--- config.mk ---
export PLATFORM = sky130hd
export DESIGN_NAME = flash_done_detect
export DESIGN_NICKNAME = d
export VERILOG_FILES = /design/src/rtl/fcd_pkg.sv /design/src/rtl/fcd_wait_timer.sv /design/src/rtl/fcd_read_counter.sv /design/src/rtl/fcd_status_eval.sv /design/src/rtl/flash_done_detect.sv
export SDC_FILE = /design/constraint.sdc
export NUM_CORES = 1
export LEC_CHECK = 0
export BUFFER_PORTS_ARGS = -buffer_cell sky130_fd_sc_hd__buf_2
export CAP_MARGIN = 20
export CORE_UTILIZATION = 49
export DETAILED_ROUTE_END_ITERATION = 8
export PLACE_DENSITY = 0.77
export SLEW_MARGIN = 10
export SYNTH_ARGS = -nofsm -noshare
export SYNTH_HDL_FRONTEND = slang
export SYNTH_SLANG_ARGS = --single-unit
--- constraint.sdc ---
create_clock -name clk -period 3.7 [get_ports clk]
set_input_delay 0.37 -clock clk [delete_from_list [all_inputs] [get_ports clk]]
set_output_delay 0.37 -clock clk [all_outputs]
set_load 0.01 [all_outputs]
--- src/rtl/fcd_pkg.sv ---
`timescale 1ns/1ps
package fcd_pkg;

  typedef enum logic {
    MODE_TOGGLE = 1'b0,
    MODE_POLL   = 1'b1
  } fcd_mode_e;

  typedef enum logic [1:0] {
    ST_IDLE,
    ST_WAIT,
    ST_REQ,
    ST_RESP
  } fcd_state_e;

  localparam int TOGGLE_BIT = 6;
  localparam int POLL_BIT   = 7;

  // toggle mode: settled once a reference exists and the bit repeats
  function automatic logic toggle_settled(logic have_ref, logic ref_bit,
                                          logic [7:0] sample);
    return have_ref && (ref_bit == sample[TOGGLE_BIT]);
  endfunction

  // data-poll mode: settled once the polled bit equals the written bit
  function automatic logic poll_settled(logic [7:0] expect_byte,
                                        logic [7:0] sample);
    return sample[POLL_BIT] == expect_byte[POLL_BIT];
  endfunction

  function automatic logic count_reaches(int unsigned n, int unsigned lim);
    return n >= lim;
  endfunction

  function automatic logic count_exceeds(int unsigned n, int unsigned lim);
    return n > lim;
  endfunction

endpackage

--- src/rtl/fcd_wait_timer.sv ---
`timescale 1ns/1ps
module fcd_wait_timer #(
  parameter int WAIT_W = 24
) (
  input  logic              clk,
  input  logic              rst_n,
  input  logic              load,
  input  logic [WAIT_W-1:0] load_val,
  output logic              expire
);

  logic [WAIT_W-1:0] cnt_q;

  always_ff @(posedge clk or negedge rst_n) begin
    if (!rst_n) begin
      cnt_q <= '0;
    end else if (load) begin
      cnt_q <= load_val;
    end else if (cnt_q != '0) begin
      cnt_q <= cnt_q - 1'b1;
    end
  end

  assign expire = (cnt_q == WAIT_W'(1));

endmodule

--- src/rtl/fcd_read_counter.sv ---
`timescale 1ns/1ps
module fcd_read_counter #(
  parameter int CNT_W      = 28,
  parameter int ITER_LIMIT = 32'h0FFF_FFFF,
  parameter int WARN_LIMIT = 32'h0010_0000
) (
  input  logic clk,
  input  logic rst_n,
  input  logic clear,
  input  logic bump,
  output logic last_read,
  output logic over_warn
);
  import fcd_pkg::*;

  logic [CNT_W-1:0] cnt_q;
  logic [CNT_W:0]   cnt_next;

  assign cnt_next  = {1'b0, cnt_q} + 1'b1;
  assign last_read = count_reaches(32'(cnt_next), ITER_LIMIT);
  assign over_warn = count_exceeds(32'(cnt_next), WARN_LIMIT);

  always_ff @(posedge clk or negedge rst_n) begin
    if (!rst_n) begin
      cnt_q <= '0;
    end else if (clear) begin
      cnt_q <= '0;
    end else if (bump) begin
      cnt_q <= cnt_next[CNT_W-1:0];
    end
  end

endmodule

--- src/rtl/fcd_status_eval.sv ---
`timescale 1ns/1ps
module fcd_status_eval (
  input  logic                clk,
  input  logic                rst_n,
  input  logic                clear,
  input  logic                capture,
  input  fcd_pkg::fcd_mode_e  mode,
  input  logic [7:0]          expect_byte,
  input  logic [7:0]          sample,
  output logic                settle
);
  import fcd_pkg::*;

  logic have_ref_q;
  logic ref_bit_q;

  always_ff @(posedge clk or negedge rst_n) begin
    if (!rst_n) begin
      have_ref_q <= 1'b0;
      ref_bit_q  <= 1'b0;
    end else if (clear) begin
      have_ref_q <= 1'b0;
    end else if (capture) begin
      have_ref_q <= 1'b1;
      ref_bit_q  <= sample[TOGGLE_BIT];
    end
  end

  always_comb begin
    if (mode == MODE_TOGGLE) settle = toggle_settled(have_ref_q, ref_bit_q, sample);
    else                     settle = poll_settled(expect_byte, sample);
  end

endmodule

--- src/rtl/flash_done_detect.sv ---
`timescale 1ns/1ps
module flash_done_detect #(
  parameter int ADDR_W     = 24,
  parameter int WAIT_W     = 24,
  parameter int ITER_LIMIT = 32'h0FFF_FFFF,
  parameter int WARN_LIMIT = 32'h0010_0000
) (
  input  logic              clk,
  input  logic              rst_n,
  input  logic              start_i,
  input  logic              mode_i,
  input  logic [ADDR_W-1:0] addr_i,
  input  logic [7:0]        expect_i,
  input  logic [WAIT_W-1:0] wait_cfg_i,
  output logic              rd_valid_o,
  input  logic              rd_ready_i,
  output logic [ADDR_W-1:0] rd_addr_o,
  input  logic              rd_data_valid_i,
  input  logic [7:0]        rd_data_i,
  output logic              busy_o,
  output logic              done_o,
  output logic              timeout_o,
  output logic              slow_o
);
  import fcd_pkg::*;

  localparam int CNT_W = $clog2(ITER_LIMIT + 1);

  fcd_state_e        state_q, state_d;
  fcd_mode_e         mode_q;
  logic [ADDR_W-1:0] addr_q;
  logic [7:0]        exp_q;
  logic [WAIT_W-1:0] wait_q;
  logic              done_q, timeout_q, slow_q;

  // named internal events
  logic start_fire, rd_fire, resp_fire, finish;
  logic settle_hit, limit_hit, warn_hit, wait_expire;
  logic timer_load;
  logic [WAIT_W-1:0] timer_val;

  assign start_fire = (state_q == ST_IDLE) && start_i;
  assign rd_fire    = (state_q == ST_REQ)  && rd_ready_i;
  assign resp_fire  = (state_q == ST_RESP) && rd_data_valid_i;
  assign finish     = resp_fire && (settle_hit || limit_hit);

  assign timer_load = (start_fire && (wait_cfg_i != '0)) ||
                      (resp_fire && !finish && (wait_q != '0));
  assign timer_val  = start_fire ? wait_cfg_i : wait_q;

  fcd_wait_timer #(.WAIT_W(WAIT_W)) u_timer (
    .clk      (clk),
    .rst_n    (rst_n),
    .load     (timer_load),
    .load_val (timer_val),
    .expire   (wait_expire)
  );

  fcd_read_counter #(
    .CNT_W      (CNT_W),
    .ITER_LIMIT (ITER_LIMIT),
    .WARN_LIMIT (WARN_LIMIT)
  ) u_count (
    .clk       (clk),
    .rst_n     (rst_n),
    .clear     (start_fire),
    .bump      (resp_fire),
    .last_read (limit_hit),
    .over_warn (warn_hit)
  );

  fcd_status_eval u_eval (
    .clk         (clk),
    .rst_n       (rst_n),
    .clear       (start_fire),
    .capture     (resp_fire),
    .mode        (mode_q),
    .expect_byte (exp_q),
    .sample      (rd_data_i),
    .settle      (settle_hit)
  );

  always_comb begin
    state_d = state_q;
    unique case (state_q)
      ST_IDLE: if (start_fire) state_d = (wait_cfg_i != '0) ? ST_WAIT : ST_REQ;
      ST_WAIT: if (wait_expire) state_d = ST_REQ;
      ST_REQ:  if (rd_fire) state_d = ST_RESP;
      ST_RESP: if (resp_fire) begin
        if (finish)              state_d = ST_IDLE;
        else if (wait_q != '0)   state_d = ST_WAIT;
        else                     state_d = ST_REQ;
      end
      default: state_d = ST_IDLE;
    endcase
  end

  always_ff @(posedge clk or negedge rst_n) begin
    if (!rst_n) begin
      state_q   <= ST_IDLE;
      mode_q    <= MODE_TOGGLE;
      addr_q    <= '0;
      exp_q     <= '0;
      wait_q    <= '0;
      done_q    <= 1'b0;
      timeout_q <= 1'b0;
      slow_q    <= 1'b0;
    end else begin
      state_q   <= state_d;
      done_q    <= finish && settle_hit;
      timeout_q <= finish && !settle_hit;
      slow_q    <= finish && warn_hit;
      if (start_fire) begin
        mode_q <= fcd_mode_e'(mode_i);
        addr_q <= addr_i;
        exp_q  <= expect_i;
        wait_q <= wait_cfg_i;
      end
    end
  end

  assign busy_o     = (state_q != ST_IDLE);
  assign rd_valid_o = (state_q == ST_REQ);
  assign rd_addr_o  = addr_q;
  assign done_o     = done_q;
  assign timeout_o  = timeout_q;
  assign slow_o     = slow_q;

endmodule

==> metrics.csv <==
metric;value;unit
hold_violations;0;
cts_inserted_buffers;9;
first_global_vias;4758;
die_width;113;um
post-cts-setup-buffers;0;
fin_ws;0.278;ns
worstPathRequired;3.94;ns
r2r-end;u_timer.cnt_q[2];
antenna_found_initial;0;
insertion_delay;0.35;ns
cts_hold_buf;0;
total_leakage_power;3.04;nW
ant_nets;0;
synthDistinctLibCells;64;
io_buffers;85;
worst_pin_slew;0.883;ns
ys_ff_latch;109;
clk_pin_slew;0.07;ns
peakVddDrop;0.418;mV
grt_max_degree;72;
postLayoutCoreUtil;57.9;%
area.sequential;0.00273;mm2
drt_iter0_drc;313;
hpwl;10000;um
worstHoldPathType;primary input to asynchronous set/reset pin;
cts_max_level;3;
power;4.53;mW
first_pass_iters;7;
dp_slack;0.309;ns
mostFrequentLayoutCell;dfrtp_1;
cts-root-buf;clkbuf_16;
layout_common_cells;109 x dfrtp_1, 84 x buf_2, 58 x mux2_2;
drive_gt1_share;31.3;%
syn-num-nets;652;
setup-tns-final;0;ns
fmax;0.292;GHz
combPwrFrac;32.7;%
rows;40;
synthesis.area;0.00604;mm2
p_seq_share;42.9;%
p_sw;1.41;mW
clock_power_share;24.4;%
slew_headroom;41.2;%
initial_utilization;50.3;%
nFillCells;998;
clkSinkCount;109;
synth_edf_count;0;
layoutNonFillerInstCount;808;
finalSetupViolations;0;
cts_tree;built;
routabilityCongestion;0.911;
reg2regPathDepth;9;
reg2reg_from;u_count.cnt_q[0];
detail_route.vias_per_cell;6.00;
die_y;113;um
multiInputGateArea;0.00310;mm2
fin_crit;3.42;ns
final_nets;730;
wl;14000;um
async_flop_share;100;%
drcViolationCount;0;
syn2layout_area_growth;15.2;%
rsz0062_at_grt;no;
coreArea;0.0120;mm2
reg2reg_slack;0.28;ns
syn_area_per_cell;10.4;um2
synth_ff_type;dfrtp_1;
synth-seq-area-share;45.2;%
yosysWarnings;0;
critical_path_class;register to register;
power.density;652;mW/mm2
slew_viol_final;0;
synthCells;578;
p_int;3.12;mW
cp.arrival;3.66;ns
skew;0.00727;ns
switching_share;31.2;%
num_vias;4851;
critPathCaptureType;register;
cts.repair.resized;0;
insertedDiodeCount;0;
grt_remaining_overflow;0;
wl_per_cell;17.3;um
num_io_pins;99;
place_inst;792;
cp-start-kind;register;
maxCapViolations;0;
grt_usage;23.5;%
fin_crit_sh;92.5;%
status;finished clean;
grt_pass1_wl;23500;um
cts_buffer_depth;2;
fp.dieArea;0.0128;mm2
cp_max_fo;24;
[routing by layer]
metal | global-route usage, % | part of all wire [%]
met5 | 0 | 0
met4 | 9.30 | 2.0
met3 | 3.86 | 5.3
met2 | 36.9 | 48
met1 | 32.7 | 45
[Yosys cell counts, types with 3 or more instances]
master    count  area (um2)
dfrtp_1     109        2730
mux2_2       58         653
o21ai_0      46         230
nand2_1      44         165
nor2_1       34         128
nor4_1       27         169
clkbuf_1     21        78.8
mux2_4       20         300
nand3_1      16        80.1
xor2_1       16         140
and2_1       15        93.8
o31ai_1      13        97.6
xnor2_1      13         114
inv_1        12        45.0
nand4_1      12        75.1
nor3_1       11        55.1
a31oi_1      10        62.6
buf_2        10        50.1
or4_1         9        67.6
a21oi_1       7        35.0
and3_1        7        43.8
nand2b_1      6        37.5
ha_1          4        50.1
a21boi_0      3        22.5
a22oi_1       3        22.5
and4_1        3        26.3
o31a_1        3        26.3
o41ai_1       3        26.3
or3_1         3        18.8
[through the flow]
stage	instance area, um2	hold WS, ns
6_report	6960	0.127
5_1_grt	6960	0.227
4_1_cts	6960	0.164
3_5_place_dp	6620	0.490
3_3_place_gp	6620	0.481
2_1_floorplan	6040	0.0744
[final cells by class]
cell class / instances / area share [%]
Sequential cell: 109 / 39.2
Timing Repair Buffer: 101 / 8.06
Clock buffer: 11 / 3.35
Inverter: 12 / 0.647
Multi-Input combinational cell: 423 / 44.6
Clock inverter: 5 / 1.55
Tap cell: 147 / 2.64
[critical path, stage by stage (launching register included)]
cell and delay (ns):
dfrtp_1 0.51, ha_1 0.24, nand4_2 0.12, or4_1 0.67, or3_4 0.38, a2111oi_2 0.39
nand4b_2 0.21, o21ai_4 0.20, buf_12 0.23, mux2_2 0.36
[logic make-up after synthesis]
family / synth area share (%)
AOI/OAI and AO/OA: 11.4
xor gates and xnor gates: 4.21
adders and majority gates: 0.829
buffers and inverters: 3.61
DFF: 45.2
muxes: 16.0
and+or+nand+nor: 18.8
[registers in the layout, summed over array words and instances, names as in the netlist]
name and cells:
done_o 1, exp_q 1, mode_q 1, rd_addr_o 24
slow_o 1, state_q 2, timeout_o 1, u_count.cnt_q 28
u_eval.have_ref_q 1, u_eval.ref_bit_q 1, u_timer.cnt_q 24, wait_q 24
[worst max-delay path by stage]
stage | from | to
2_1_floorplan | u_count.cnt_q[1] | u_timer.cnt_q[10]
3_3_place_gp | u_count.cnt_q[0] | u_timer.cnt_q[2]
3_5_place_dp | u_count.cnt_q[0] | u_timer.cnt_q[2]
4_1_cts | u_count.cnt_q[0] | u_timer.cnt_q[2]
5_1_grt | u_count.cnt_q[0] | u_timer.cnt_q[23]
6_report | u_count.cnt_q[0] | u_timer.cnt_q[2]
[power groups by stage]
stage,logic [mW],clock network [mW],registers [mW]
after floorplan,1.05,0,1.93
after global placement,1.42,0,1.92
after detailed placement,1.48,0,1.96
after CTS,1.50,1.13,1.94
after global routing,1.63,1.18,2.00
final,1.48,1.10,1.94
No activity file was read; power rests on OpenSTA's default activity.
